`src/rtl/irq_vec_pkg.sv`:
```
`timescale 1ns/1ps
package irq_vec_pkg;
   // register select codes on bus_addr
   localparam int unsigned REG_STAT_MASK = 0;
   localparam int unsigned REG_VECTOR    = 1;

   typedef enum logic [1:0] {
      ACC_IDLE  = 2'd0,
      ACC_READ  = 2'd1,
      ACC_WRITE = 2'd2
   } bus_acc_e;

   function automatic bus_acc_e decode_access(input logic sel, input logic wr);
      if (!sel)    return ACC_IDLE;
      else if (wr) return ACC_WRITE;
      else         return ACC_READ;
   endfunction
endpackage

```
`src/rtl/irq_reg_file.sv`:
```
`timescale 1ns/1ps
module irq_reg_file
   import irq_vec_pkg::*;
#(
   parameter int unsigned NUM_SRC = 4,
   parameter int unsigned DATA_W  = 8,
   parameter int unsigned ADDR_W  = 2,
   parameter logic [DATA_W-1:0] VEC_RESET = 8'h0F
) (
   input  logic               clk,
   input  logic               rst_n,
   input  logic               bus_sel,
   input  logic               bus_wr,
   input  logic [ADDR_W-1:0]  bus_addr,
   input  logic [DATA_W-1:0]  bus_wdata,
   output logic [NUM_SRC-1:0] mask_q,
   output logic [DATA_W-1:0]  vec_q
);
   localparam logic [ADDR_W-1:0] A_STAT = ADDR_W'(REG_STAT_MASK);
   localparam logic [ADDR_W-1:0] A_VEC  = ADDR_W'(REG_VECTOR);

   bus_acc_e acc;
   logic     wr_mask;
   logic     wr_vec;

   always_comb begin
      acc     = decode_access(bus_sel, bus_wr);
      wr_mask = (acc == ACC_WRITE) && (bus_addr == A_STAT);
      wr_vec  = (acc == ACC_WRITE) && (bus_addr == A_VEC);
   end

   always_ff @(posedge clk or negedge rst_n) begin
      if (!rst_n) begin
         mask_q <= '0;
         vec_q  <= VEC_RESET;
      end else begin
         if (wr_mask) mask_q <= bus_wdata[NUM_SRC-1:0];
         if (wr_vec)  vec_q  <= bus_wdata;
      end
   end

   assert_reset_values_R4: assert property (@(posedge clk)
      !rst_n |=> (mask_q == '0 && vec_q == VEC_RESET));

   assert_mask_write_keeps_vec_R2: assert property (@(posedge clk) disable iff (!rst_n)
      (bus_sel && bus_wr && bus_addr == A_STAT) |=> $stable(vec_q));

   assert_unused_write_ignored_R8: assert property (@(posedge clk) disable iff (!rst_n)
      (bus_sel && bus_wr && bus_addr != A_STAT && bus_addr != A_VEC)
         |=> ($stable(vec_q) && $stable(mask_q)));
endmodule

```
`src/rtl/irq_req_gen.sv`:
```
`timescale 1ns/1ps
module irq_req_gen #(
   parameter int unsigned NUM_SRC = 4
) (
   input  logic               clk,
   input  logic               rst_n,
   input  logic [NUM_SRC-1:0] src_evt,
   input  logic [NUM_SRC-1:0] mask_q,
   output logic               irq_n
);
   logic [NUM_SRC-1:0] hit;

   for (genvar i = 0; i < NUM_SRC; i++) begin : g_hit
      assign hit[i] = src_evt[i] & mask_q[i];
   end

   always_ff @(posedge clk or negedge rst_n) begin
      if (!rst_n) irq_n <= 1'b1;
      else        irq_n <= ~(|hit);
   end

   assert_reset_quiet_R4: assert property (@(posedge clk)
      !rst_n |=> irq_n);
endmodule

```
`src/rtl/irq_bus_mux.sv`:
```
`timescale 1ns/1ps
module irq_bus_mux
   import irq_vec_pkg::*;
#(
   parameter int unsigned NUM_SRC = 4,
   parameter int unsigned DATA_W  = 8,
   parameter int unsigned ADDR_W  = 2
) (
   input  logic               bus_sel,
   input  logic               bus_wr,
   input  logic [ADDR_W-1:0]  bus_addr,
   input  logic               iack,
   input  logic [NUM_SRC-1:0] src_evt,
   input  logic [DATA_W-1:0]  vec_q,
   output logic [DATA_W-1:0]  bus_rdata
);
   localparam logic [ADDR_W-1:0] A_STAT = ADDR_W'(REG_STAT_MASK);
   localparam logic [ADDR_W-1:0] A_VEC  = ADDR_W'(REG_VECTOR);

   always_comb begin
      bus_rdata = '0;
      if (iack) begin
         bus_rdata = vec_q;
      end else if (decode_access(bus_sel, bus_wr) == ACC_READ) begin
         if (bus_addr == A_STAT)     bus_rdata[NUM_SRC-1:0] = src_evt;
         else if (bus_addr == A_VEC) bus_rdata = vec_q;
      end
   end
endmodule

```
`src/rtl/irq_vector_ctrl.sv`:
```
`timescale 1ns/1ps
module irq_vector_ctrl #(
   parameter int unsigned NUM_SRC = 4,
   parameter int unsigned DATA_W  = 8,
   parameter int unsigned ADDR_W  = 2,
   parameter logic [DATA_W-1:0] VEC_RESET = 8'h0F
) (
   input  logic               clk,
   input  logic               rst_n,
   input  logic [NUM_SRC-1:0] src_evt,
   input  logic               bus_sel,
   input  logic               bus_wr,
   input  logic [ADDR_W-1:0]  bus_addr,
   input  logic [DATA_W-1:0]  bus_wdata,
   output logic [DATA_W-1:0]  bus_rdata,
   input  logic               iack,
   output logic               irq_n
);
   localparam logic [ADDR_W-1:0] A_STAT = '0;

   initial begin
      assert (NUM_SRC >= 1 && NUM_SRC <= DATA_W)
         else $error("NUM_SRC must lie in 1..DATA_W");
      assert (ADDR_W >= 1)
         else $error("ADDR_W must be at least 1");
   end

   logic [NUM_SRC-1:0] mask_q;
   logic [DATA_W-1:0]  vec_q;

   irq_reg_file #(
      .NUM_SRC(NUM_SRC), .DATA_W(DATA_W), .ADDR_W(ADDR_W), .VEC_RESET(VEC_RESET)
   ) u_regs (
      .clk(clk), .rst_n(rst_n), .bus_sel(bus_sel), .bus_wr(bus_wr),
      .bus_addr(bus_addr), .bus_wdata(bus_wdata), .mask_q(mask_q), .vec_q(vec_q)
   );

   irq_req_gen #(.NUM_SRC(NUM_SRC)) u_req (
      .clk(clk), .rst_n(rst_n), .src_evt(src_evt), .mask_q(mask_q), .irq_n(irq_n)
   );

   irq_bus_mux #(
      .NUM_SRC(NUM_SRC), .DATA_W(DATA_W), .ADDR_W(ADDR_W)
   ) u_mux (
      .bus_sel(bus_sel), .bus_wr(bus_wr), .bus_addr(bus_addr), .iack(iack),
      .src_evt(src_evt), .vec_q(vec_q), .bus_rdata(bus_rdata)
   );

   assert_ack_drives_vector_R6: assert property (@(posedge clk) disable iff (!rst_n)
      iack |-> (bus_rdata == vec_q));

   assert_status_follows_src_R1: assert property (@(posedge clk) disable iff (!rst_n)
      (bus_sel && !bus_wr && !iack && bus_addr == A_STAT)
         |-> (bus_rdata[NUM_SRC-1:0] == src_evt));

   assert_irq_has_cause_R3: assert property (@(posedge clk) disable iff (!rst_n)
      !irq_n |-> $past(|(src_evt & mask_q)));

   assert_zero_mask_quiets_R3: assert property (@(posedge clk) disable iff (!rst_n)
      (bus_sel && bus_wr && bus_addr == A_STAT && bus_wdata[NUM_SRC-1:0] == '0)
         |=> ##1 irq_n);
endmodule

```
`config.mk`:
```
export PLATFORM = sky130hd
export DESIGN_NAME = irq_vector_ctrl
export DESIGN_NICKNAME = d
export VERILOG_FILES = /design/src/rtl/irq_vec_pkg.sv /design/src/rtl/irq_reg_file.sv /design/src/rtl/irq_req_gen.sv /design/src/rtl/irq_bus_mux.sv /design/src/rtl/irq_vector_ctrl.sv
export SDC_FILE = /design/constraint.sdc
export NUM_CORES = 1
export LEC_CHECK = 0
export ABC_AREA = 1
export BUFFER_PORTS_ARGS = -buffer_cell sky130_fd_sc_hd__clkbuf_2
export CELL_PAD_IN_SITES_DETAIL_PLACEMENT = 0
export CELL_PAD_IN_SITES_GLOBAL_PLACEMENT = 2
export CORE_ASPECT_RATIO = 1.5
export CORE_UTILIZATION = 26
export DETAILED_ROUTE_END_ITERATION = 8
export HOLD_SLACK_MARGIN = 0.06
export PLACE_DENSITY_LB_ADDON = 0.1
export SYNTH_ARGS = -nofsm -noshare
export SYNTH_HDL_FRONTEND = slang
export SYNTH_SLANG_ARGS = --single-unit
```
`constraint.sdc`:
```
create_clock -name clk -period 1.7 [get_ports clk]
set_clock_uncertainty 0.2 [all_clocks]
set_input_delay 0.085 -clock clk [delete_from_list [all_inputs] [get_ports clk]]
set_output_delay 0.085 -clock clk [all_outputs]
set_load 0.03 [all_outputs]
```
==> implementation parameters, run 1 <==
Parameter                              Value

Detailed routing
  Detailed-routing iteration count for the pre-antenna-repair pass ... 3
  Starting DRT DRC Count ... 15
  Overall via count from detail_route ... 775
  Final wirelength ... 1.81 mm
  Routed length per placed instance ... 9.80 um
  Vias per inst ... 4.19
  DRT antenna net count ... 0
  DR DRC count ... 0

Worst setup path
  Critical path's most frequent cell ... sky130_fd_sc_hd__nand2_1
  Critical path endpoint category ... primary output
  Sequence of cells on the critical path ... nand3_1 > nand2_1 > nand2_1 > nand2_1 > clkbuf_2
  Buffers plus inverters on the worst setup path ... 1
  Delay contributed by the slowest stage of the critical path ... 550 ps
  Kind of critical path ... reg -> out
  Cell with the largest stage delay on the worst path ... sky130_fd_sc_hd__dfstp_2
  Dominant delay contributor by cell family on the critical path ... flip-flops
  Critical Path Start Type ... flip-flop
  Maximum fanout count along the critical path ... 3
  Required time of the critical path ... 1410 ps
  CP arrival ... 1270 ps

Clock network
  H-tree lvl count ... 1
  Post-CTS Hold Fix Bufs ... 16
  TritonCTS buffer count ... 3
  Clock tree from TritonCTS ... done
  Clock root cell ... sky130_fd_sc_hd__clkbuf_8
  Max clock buf depth ... 2
  Number of clock sinks ... 13
  Setup Fix Bufs, Post-CTS ... 0
  Clock slew seen by the registers of the worst setup and hold paths ... 50 ps
  Cells resized by post-CTS repair ... 0
  Insertion delay to the later sink of the worst-skew pair ... 240 ps

Finish
  Total number of nets in the final design ... 168
  Number of cells in the finished layout apart from fillers ... 185
  Area added between synthesis and finish ... 51.7%
  Ant diodes ... 0
  Share of post-route cells with drive strength above 1 ... 0.297
  Filler cells ... 312
  Final Instance Area ... 1100 sq um

Yosys
  Cell type contributing the most total cell area after synthesis ... sky130_fd_sc_hd__nand2_1
  Netlist area before placement ... 726 sq um
  Total nets after synthesis ... 121
  Leading cell types by count after synthesis ... 57 x sky130_fd_sc_hd__nand2_1, 9 x sky130_fd_sc_hd__nand3_1, 8 x sky130_fd_sc_hd__dfrtp_1, 6 x sky130_fd_sc_hd__inv_1
  Fraction of post-synthesis cell area in the top cell type by area ... 0.295
  Dominant cells by area after synthesis ... sky130_fd_sc_hd__nand2_1 29%, sky130_fd_sc_hd__dfrtp_1 28%, sky130_fd_sc_hd__dfstp_2 18%
  Post-Syn Instances ... 102
  Share of the yosys chip area belonging to registers ... 0.457
  Number of flops mapped to enable cells by yosys ... 0
  Distinct cell type count of the synthesized netlist ... 14
  Post-Syn Area per Cell ... 7.11 sq um
  Share of flip-flops with an asynchronous set or reset after synthesis ... 1.00
  Synthesis warning total ... 0
  Leading cell type by number of instances after synthesis ... sky130_fd_sc_hd__nand2_1
  Main synth FF type ... sky130_fd_sc_hd__dfrtp_1
  Flop and latch count out of synthesis ... 13

Pwr
  Total power density per cell area ... 877 nW/um^2
  Worst vdd rail ir drop ... 0.437 mV
  Static leakage ... 0.596 nW

Die
  Floorplan Core Area ... 2650 sq um
  Initial standard-cell utilization of the core ... 0.274
  Standard-cell row count ... 23
  IO Pins ... 28
  Die footprint ... 3010 sq um
  Chip height ... 66.7 um
  Die extent in x ... 45.1 um

Global route
  Global-route congestion overflow total ... 0
  Maximum number of pins on one net before global-route repair ... 14
  Wire length of the first global-routing pass ... 3.09 mm
  Vias in the first global route ... 756
  Gr usage total ... 0.147
  Initial antenna violation count ... 0

STA
  Final setup violation count ... 0
  Setup repair after global routing missed its margin ... false
  Hold Fails Final Rpt ... 0
  Share of the clock period used by the worst path after layout ... 0.914
  Worst-Margin Slew ... 397 ps
  Fmax ... 0.644 GHz
  Relative slew slack ... 0.733
  Number of pins with negative max-slew slack in the final report ... 0
  Final critical delay including setup and external delays ... 1550 ps
  Post-route setup TNS ... 0 ps

Place
  Placement Cell Area ... 896 sq um
  Placed wire-length estimate after detailed placement ... 1.43 mm
  Number of port buffers ... 27
  Placed insts ... 165
  Placer Congestion ... 0.714

Outcome
  Status ... finished clean

Hold path
  Class of the tightest hold or removal check ... in -> async

Run
  Number of violations of the max-capacitance limit ... 0
per-layer routing:
metal / global-route usage / routed length (um) / up-vias
met3: 0.0163 / 54 / 5
met1: 0.155 / 733 / 349
met5: 0 / 0 / -
li1: - / - / 404
met4: 0.102 / 56 / 0
met2: 0.259 / 968 / 17
cells by family after synthesis:
family | count (synthesis) | synth area share
DFF | 13 | 0.457
AOI/OAI and AO/OA | 5 | 0.0345
and+or+nand+nor | 74 | 0.447
buffers and inverters | 10 | 0.0621
layout by cell type, fill, tap and decap left out, drive strengths merged:
master and instances:
dfrtp 8, nand3 9, dlygate4sd3 16, nor2 4, nor3 1, nand2 60
clkbuf 31, dfstp 5, a21oi 5, inv 9
final cells by class:
class | instances | area (sq um) | share of cell area
Clock buffer | 4 | 45.0 | 0.0409
Inverter | 9 | 33.8 | 0.0307
Multi-Input combinational cell | 79 | 349 | 0.317
Sequential cell | 13 | 332 | 0.301
Tap cell | 37 | 46.3 | 0.0420
Timing Repair Buffer | 43 | 295 | 0.268
stage by stage:
stage	setup slack, ps	util	hold WS [ps]	total power [W]
5_1_grt	44.2	0.416	93.5	0.00103
4_1_cts	131	0.416	72.6	0.000983
3_5_place_dp	400	0.338	-204	0.000671
3_3_place_gp	384	0.338	-198	0.000671
6_report	146	0.416	70.4	0.000965
2_1_floorplan	489	-	-411	0.000586
sequential cells by signal (all words and copies together) (netlist names):
name	flops
u_regs.mask_q	4
u_regs.vec_q	8
u_req.irq_n	1
power by group:
part           internal (W)  switching, W  total (W)  leakage, nW
Combinational      0.000108      0.000163   0.000271        0.420
Sequential         0.000387     0.0000357   0.000423        0.153
Clock              0.000165      0.000106   0.000271       0.0228
Total              0.000660      0.000305   0.000965        0.596
worst paths after layout:
check	startpoint	to	slack [ps]	cells past startpoint
max	u_regs.vec_q[2]	bus_rdata[2]	150	5
min reg2reg	u_regs.mask_q[3]	u_regs.mask_q[3]	270	2
min in group clk	bus_sel	u_regs.vec_q[7]	70	5
max reg2reg	u_regs.mask_q[2]	u_req.irq_n	250	4
min	rst_n	u_regs.vec_q[4]	70	2
max in group asynchronous	rst_n	u_regs.vec_q[1]	940	2
Power figures use the tool's default switching activity.
==> run 2, diff against run 1 <==
--- a/config.mk
+++ b/config.mk
@@ -10,6 +10,7 @@
 export CELL_PAD_IN_SITES_DETAIL_PLACEMENT = 0
 export CELL_PAD_IN_SITES_GLOBAL_PLACEMENT = 2
 export CORE_ASPECT_RATIO = 1.5
+export CORE_MARGIN = 5
 export CORE_UTILIZATION = 26
 export DETAILED_ROUTE_END_ITERATION = 8
 export HOLD_SLACK_MARGIN = 0.06
==> constraint.sdc (replaced) <==
create_clock -name clk -period 1.7 [get_ports clk]
set_clock_uncertainty 0.2 [all_clocks]
set_input_delay 0 -clock clk [delete_from_list [all_inputs] [get_ports clk]]
set_output_delay 0 -clock clk [all_outputs]
set_load 0.03 [all_outputs]
==> run 2 against run 1 <==
  * Largest cell class is now non-clock buffers
  * Global-route usage shrank 2.3 points
  * Critical endpoint is now u_regs.mask_q[2]
  * Flip-flop and latch count stayed put
  * Non-clock buffer count up 10
  * Count of clock-buffer cells in the layout did not move
  * Critical path type is now in -> reg
  * Via count increased by 1.5%
==> implementation parameters, run 2 (same netlist as run 1, synthesis figures left out) <==
Parameter                              Value

STA
  Setup repair after global routing missed its margin ... false (unchanged)
  Share of the clock period used by the worst path after layout ... 0.963 (was 0.914)
  Number of pins with negative max-slew slack in the final report ... 0 (unchanged)
  Post-layout worst setup margin ... 63.6 ps (was 146 ps)
  Post-route setup TNS ... 0 ps (unchanged)
  Fmax ... 0.611 GHz (was 0.644 GHz)
  Final setup violation count ... 0 (unchanged)
  Worst-Margin Slew ... 380 ps (was 397 ps)
  Hold_ws ... 53.9 ps (was 70.4 ps)
  Hold Fails Final Rpt ... 0 (unchanged)
  Final critical delay including setup and external delays ... 1640 ps (was 1550 ps)
  Relative slew slack ... 0.746 (was 0.733)

Detailed routing
  Detailed-routing iteration count for the pre-antenna-repair pass ... 4 (was 3)
  Overall via count from detail_route ... 787 (was 775)
  DR DRC count ... 0 (unchanged)
  DRT antenna net count ... 0 (unchanged)
  Starting DRT DRC Count ... 20 (was 15)
  Final wirelength ... 2.11 mm (was 1.81 mm)
  Vias per inst ... 4.04 (was 4.19)
  Routed length per placed instance ... 10.8 um (was 9.80 um)

Pwr
  Relative contribution of combinational cells to total power ... 0.295 (was 0.281)
  Int Power ... 0.000670 W (was 0.000660 W)
  Register share of total power ... 0.426 (was 0.438)
  Static leakage ... 0.631 nW (was 0.596 nW)
  Net switching component of the power ... 0.000312 W (was 0.000305 W)
  Share of total power consumed by net switching ... 0.317 (was 0.316)
  Total power density per cell area ... 814 nW/um^2 (was 877 nW/um^2)
  Worst vdd rail ir drop ... 0.530 mV (was 0.437 mV)
  Clock share of power ... 0.279 (was 0.281)

Clock network
  Clock tree from TritonCTS ... done (unchanged)
  TritonCTS buffer count ... 3 (unchanged)
  Number of clock sinks ... 13 (unchanged)
  Clock root cell ... sky130_fd_sc_hd__clkbuf_8 (unchanged)
  Insertion delay to the later sink of the worst-skew pair ... 240 ps (about the same)
  Max clock buf depth ... 2 (unchanged)
  Clock slew seen by the registers of the worst setup and hold paths ... 50 ps (about the same)
  H-tree lvl count ... 1 (unchanged)

Worst setup path
  CP arrival ... 1620 ps (was 1270 ps)
  Required time of the critical path ... 1680 ps (was 1410 ps)
  Minimum setup slack among reg-to-reg paths ... 240 ps (was 250 ps)
  Kind of critical path ... in -> reg (was reg -> out)
  Maximum fanout count along the critical path ... 9 (was 3)
  Launching instance or port of the critical path ... bus_addr[1] (was u_regs.vec_q[2])
  Critical Path Start Type ... primary input (was flip-flop)
  Critical path endpoint category ... flip-flop (was primary output)
  Reg-to-reg critical path startpoint ... u_regs.mask_q[1] (was u_regs.mask_q[2])

Die
  Die extent in x ... 53.1 um (was 45.1 um)
  Chip height ... 74.7 um (was 66.7 um)
  IO Pins ... 28 (unchanged)
  Floorplan Core Area ... 2680 sq um (was 2650 sq um)
  Standard-cell row count ... 23 (unchanged)
  Die footprint ... 3970 sq um (was 3010 sq um)
  Initial standard-cell utilization of the core ... 0.271 (was 0.274)

Place
  Number of port buffers ... 27 (unchanged)
  Placed insts ... 165 (unchanged)
  Placer Congestion ... 0.730 (was 0.714)
  Worst slack after detailed placement ... 499 ps (was 400 ps)
  Placed wire-length estimate after detailed placement ... 1.58 mm (was 1.43 mm)

Global route
  Gr usage total ... 0.124 (was 0.147)
  Maximum number of pins on one net before global-route repair ... 10 (was 14)
  Initial antenna violation count ... 0 (unchanged)
  Wire length of the first global-routing pass ... 3.54 mm (was 3.09 mm)
  Global-route congestion overflow total ... 0 (unchanged)
  Vias in the first global route ... 805 (was 756)

Finish
  Top Registers ... u_regs.vec_q: 8 flops, u_regs.mask_q: 4 flops, u_req.irq_n: 1 flops (unchanged)
  Top reg by flops ... u_regs.vec_q (unchanged)
  Flip-flop count of the largest register, all copies and words added ... 8 (unchanged)
  Ant diodes ... 0 (unchanged)
  Number of cells in the finished layout apart from fillers ... 195 (was 185)
  Share of post-route cells with drive strength above 1 ... 0.297 (about the same)
  Commonest cells after routing, fill and taps aside ... 56 x sky130_fd_sc_hd__nand2_1, 27 x sky130_fd_sc_hd__clkbuf_2, 25 x sky130_fd_sc_hd__dlygate4sd3_1 (was 57 x sky130_fd_sc_hd__nand2_1, 27 x sky130_fd_sc_hd__clkbuf_2, 16 x sky130_fd_sc_hd__dlygate4sd3_1)
  Total number of nets in the final design ... 178 (was 168)
  Area added between synthesis and finish ... 66.2% (was 51.7%)
  Leading cell type in the layout, fill and taps excluded ... sky130_fd_sc_hd__nand2_1 (unchanged)

Run
  Number of violations of the max-capacitance limit ... 0 (unchanged)

Outcome
  Status ... finished clean (unchanged)

Hold path
  Hold path startpoint ... bus_addr[0]
  Class of the tightest hold or removal check ... in -> reg (was in -> async)
[run 2: cell types whose count changed in the layout (fill, tap and decap cells not counted), sizes merged]
cell | previous run | this run
dlygate4sd3 | 16 | 25
buf | 0 | 1
[run 2: layer usage]
layer,up-vias,track usage,wire length (um)
met5,-,0,0
met4,0,0.0682,29
li1,428,-,-
met2,14,0.232,1150
met1,343,0.130,828
met3,2,0.0139,103
[run 2: final timing paths]
kind / end / cells past startpoint
min: u_regs.mask_q[0] / 4
max in group asynchronous: u_regs.mask_q[1] / 3
max reg2reg: u_req.irq_n / 4
min in group asynchronous: u_req.irq_n / 2
max: u_regs.mask_q[2] / 6
min reg2reg: u_regs.vec_q[2] / 2
[run 2: what timing repair did]
| item | in CTS | in global routing |
|---|---|---|
| hold buffers | 26 | 0 |
| endpoints found under the hold margin | 26 | 0 |
| setup buffers | 0 | 1 |
| resized for setup | 0 | 2 |
| endpoints found under the setup margin | 0 | 15 |
[run 2: layout make-up]
class                           instances  area [sq um]
Tap cell                               37          46.3
Sequential cell                        13           332
Fill cell                             294          1470
Timing Repair Buffer                   53           393
Inverter                                9          33.8
Clock buffer                            4          45.0
Multi-Input combinational cell         79           357
[run 2: worst max-delay path, stage by stage]
cell,delay [ps]
sky130_fd_sc_hd__clkbuf_2,100
sky130_fd_sc_hd__dlygate4sd3_1,630
sky130_fd_sc_hd__nor2_8,170
sky130_fd_sc_hd__nand3_1,90
sky130_fd_sc_hd__dlygate4sd3_1,560
sky130_fd_sc_hd__nand2_1,70
[run 2: power groups by stage]
stage / Sequential, W / Combinational (W) / Clock (W)
6_report: 0.000419 / 0.000289 / 0.000274
3_5_place_dp: 0.000424 / 0.000249 / 0
4_1_cts: 0.000420 / 0.000293 / 0.000282
5_1_grt: 0.000429 / 0.000321 / 0.000298
2_1_floorplan: 0.000430 / 0.000156 / 0
3_3_place_gp: 0.000423 / 0.000248 / 0
[run 2: metrics by stage]
stage | util | total power [W] | instance area [sq um]
CTS | 0.449 | 0.000994 | 1200
finish | 0.451 | 0.000982 | 1210
global placement | 0.335 | 0.000670 | 896
detailed placement | 0.335 | 0.000673 | 896
floorplan | - | 0.000586 | 726
global route | 0.451 | 0.00105 | 1210
==> run 3, diff against run 2 <==
==> constraint.sdc (replaced) <==
create_clock -name clk -period 1.7 [get_ports clk]
set_clock_uncertainty 0.2 [all_clocks]
set_input_delay 0.085 -clock clk [delete_from_list [all_inputs] [get_ports clk]]
set_output_delay 0.085 -clock clk [all_outputs]
set_load 0.03 [all_outputs]
==> run 3 against run 2 <==
  * Die area stayed put
  * Sequential share of layout area is 2.4 points higher
  * Critical endpoint is now bus_rdata[2]
  * Fmax is 4.5% higher
  * First-iteration DRC count is 10% lower
  * Total power is 1.4% lower
  * Via count is 2.5% lower
  * Sequential power hardly changed
  * Wire length is 5.1% lower
  * Cell area is 7.9% lower
  * Worst setup slack better by 71 ps
  * Largest cell class is now multi-input gates
  * Clock power is 1% lower
  * Largest power group unchanged
  * Critical path depth is 1 lower
==> implementation parameters, run 3 (same netlist as run 1, synthesis figures left out) <==
Parameter                              Value

Pwr
  Worst vdd rail ir drop ... 0.502 mV (was 0.530 mV)
  Relative contribution of combinational cells to total power ... 0.285 (was 0.295)
  Clock share of power ... 0.279 (about the same)
  Post-route total power ... 0.000968 W (was 0.000982 W)
  Static leakage ... 0.602 nW (was 0.631 nW)
  Total power density per cell area ... 871 nW/um^2 (was 814 nW/um^2)
  Int Power ... 0.000661 W (was 0.000670 W)
  Net switching component of the power ... 0.000307 W (was 0.000312 W)
  Share of total power consumed by net switching ... 0.317 (about the same)
  Register share of total power ... 0.436 (was 0.426)

Outcome
  Status ... finished clean (unchanged)

Finish
  Ant diodes ... 0 (unchanged)
  Area added between synthesis and finish ... 53.1% (was 66.2%)
  Area occupied by multi-input gates ... 349 sq um (was 357 sq um)
  Top Registers ... u_regs.vec_q: 8 flops, u_regs.mask_q: 4 flops, u_req.irq_n: 1 flops (unchanged)
  Area used by sequential logic in the layout ... 332 sq um (unchanged)
  Filler cells ... 321 (was 294)
  Total number of nets in the final design ... 169 (was 178)
  Flip-flop count of the largest register, all copies and words added ... 8 (unchanged)
  Leading cell type in the layout, fill and taps excluded ... sky130_fd_sc_hd__nand2_1 (unchanged)
  Share of post-route cells with drive strength above 1 ... 0.295 (was 0.297)
  Commonest cells after routing, fill and taps aside ... 57 x sky130_fd_sc_hd__nand2_1, 27 x sky130_fd_sc_hd__clkbuf_2, 17 x sky130_fd_sc_hd__dlygate4sd3_1 (was 56 x sky130_fd_sc_hd__nand2_1, 27 x sky130_fd_sc_hd__clkbuf_2, 25 x sky130_fd_sc_hd__dlygate4sd3_1)
  Post-route core utilization ... 0.415 (was 0.451)
  Top reg by flops ... u_regs.vec_q (unchanged)
  Number of cells in the finished layout apart from fillers ... 186 (was 195)

Global route
  Wire length of the first global-routing pass ... 3.35 mm (was 3.54 mm)
  Gr usage total ... 0.117 (was 0.124)
  Maximum number of pins on one net before global-route repair ... 14 (was 10)
  Vias in the first global route ... 782 (was 805)
  Global-route congestion overflow total ... 0 (unchanged)
  Initial antenna violation count ... 0 (unchanged)

Detailed routing
  Detailed-routing iteration count for the pre-antenna-repair pass ... 4 (unchanged)
  DRT antenna net count ... 0 (unchanged)
  Final wirelength ... 2.01 mm (was 2.11 mm)
  Overall via count from detail_route ... 767 (was 787)
  Starting DRT DRC Count ... 18 (was 20)
  Routed length per placed instance ... 10.8 um (about the same)
  DR DRC count ... 0 (unchanged)
  Vias per inst ... 4.12 (was 4.04)

STA
  Hold_ws ... 60.3 ps (was 53.9 ps)
  Final critical delay including setup and external delays ... 1570 ps (was 1640 ps)
  Hold Fails Final Rpt ... 0 (unchanged)
  Relative slew slack ... 0.703 (was 0.746)
  Number of pins with negative max-slew slack in the final report ... 0 (unchanged)
  Setup repair after global routing missed its margin ... false (unchanged)
  Post-route setup TNS ... 0 ps (unchanged)
  Worst-Margin Slew ... 442 ps (was 380 ps)
  Share of the clock period used by the worst path after layout ... 0.921 (was 0.963)
  Fmax ... 0.639 GHz (was 0.611 GHz)
  Final setup violation count ... 0 (unchanged)

Clock network
  Max clock buf depth ... 2 (unchanged)
  H-tree lvl count ... 1 (unchanged)
  Cells resized by post-CTS repair ... 0 (unchanged)
  Insertion delay to the later sink of the worst-skew pair ... 240 ps (about the same)
  Clock tree from TritonCTS ... done (unchanged)
  TritonCTS buffer count ... 3 (unchanged)
  Clock slew seen by the registers of the worst setup and hold paths ... 50 ps (about the same)
  Number of clock sinks ... 13 (unchanged)
  Clock root cell ... sky130_fd_sc_hd__clkbuf_8 (unchanged)

Worst setup path
  Kind of critical path ... reg -> out (was in -> reg)
  Critical path endpoint category ... primary output (was flip-flop)
  Critical Path Start Type ... flip-flop (was primary input)
  Minimum setup slack among reg-to-reg paths ... 260 ps (was 240 ps)
  CP arrival ... 1280 ps (was 1620 ps)
  Maximum fanout count along the critical path ... 3 (was 9)
  Required time of the critical path ... 1410 ps (was 1680 ps)

Die
  Die extent in x ... 53.1 um (unchanged)
  Initial standard-cell utilization of the core ... 0.271 (unchanged)
  IO Pins ... 28 (unchanged)
  Die footprint ... 3970 sq um (unchanged)
  Chip height ... 74.7 um (unchanged)
  Floorplan Core Area ... 2680 sq um (unchanged)
  Standard-cell row count ... 23 (unchanged)

Run
  Number of violations of the max-capacitance limit ... 0 (unchanged)

Place
  Placed insts ... 165 (unchanged)
  Placer Congestion ... 0.737 (was 0.730)
  Number of port buffers ... 27 (unchanged)
  Placed wire-length estimate after detailed placement ... 1.59 mm (was 1.58 mm)

Hold path
  Class of the tightest hold or removal check ... in -> reg (unchanged)
## run 3: cell types whose count changed in the layout (fill, tap and decap cells not counted)
cell                            change
sky130_fd_sc_hd__dlygate4sd3_1      -8
sky130_fd_sc_hd__buf_4              -1
sky130_fd_sc_hd__nand2_1            +1
sky130_fd_sc_hd__nand2_2            -1
sky130_fd_sc_hd__nor3_1             +1
sky130_fd_sc_hd__nor3_2             -1
## run 3: layout make-up
type / instances / area share
Clock buffer: 4 / 0.0405
Inverter: 9 / 0.0304
Multi-Input combinational cell: 79 / 0.314
Sequential cell: 13 / 0.298
Tap cell: 37 / 0.0417
Timing Repair Buffer: 44 / 0.275
## run 3: metal layers
layer | vias to the layer above | wire, um | part of all wire | track usage
met4 | 0 | 27 | 0.013 | 0.0511
li1 | 408 | - | - | -
met3 | 4 | 93 | 0.046 | 0.0238
met2 | 16 | 1100 | 0.55 | 0.215
met1 | 339 | 783 | 0.39 | 0.126
met5 | - | 0 | 0 | 0
## run 3: through the flow
stage | setup WS, ps | instance area [sq um]
floorplan | 489 | 726
global placement | 373 | 896
detailed placement | 381 | 896
CTS | 115 | 1110
global route | 41.6 | 1110
finish | 134 | 1110
## run 3: path summary, 6_finish.rpt
path,cells after the start,end,startpoint
worst max-delay path,5,bus_rdata[2],u_regs.vec_q[2]
worst min-delay path,4,u_regs.mask_q[2],bus_addr[1]
worst max register to register,4,u_req.irq_n,u_regs.mask_q[1]
worst min register to register,2,u_regs.mask_q[1],u_regs.mask_q[1]
max in group asynchronous,2,u_regs.vec_q[1],rst_n
min in group asynchronous,2,u_regs.mask_q[2],rst_n
## run 3: critical path, cell delays in order (launching register included)
cell	delay (ps)
sky130_fd_sc_hd__dfstp_2	550
sky130_fd_sc_hd__nand3_1	90
sky130_fd_sc_hd__nand2_1	90
sky130_fd_sc_hd__nand2_1	50
sky130_fd_sc_hd__nand2_1	70
sky130_fd_sc_hd__clkbuf_2	190
## run 3: timing repair
item,4_1_cts,5_1_grt
hold buffers,17,0
hold endpoints to repair,26,0
buffers inserted,0,0
## run 3: power groups by stage
stage,sequential (W),combinational (W),clock [W]
after global placement,0.000427,0.000247,0
after CTS,0.000423,0.000281,0.000280
after global routing,0.000430,0.000308,0.000302
final,0.000422,0.000276,0.000270
after detailed placement,0.000427,0.000248,0
after floorplan,0.000430,0.000156,0
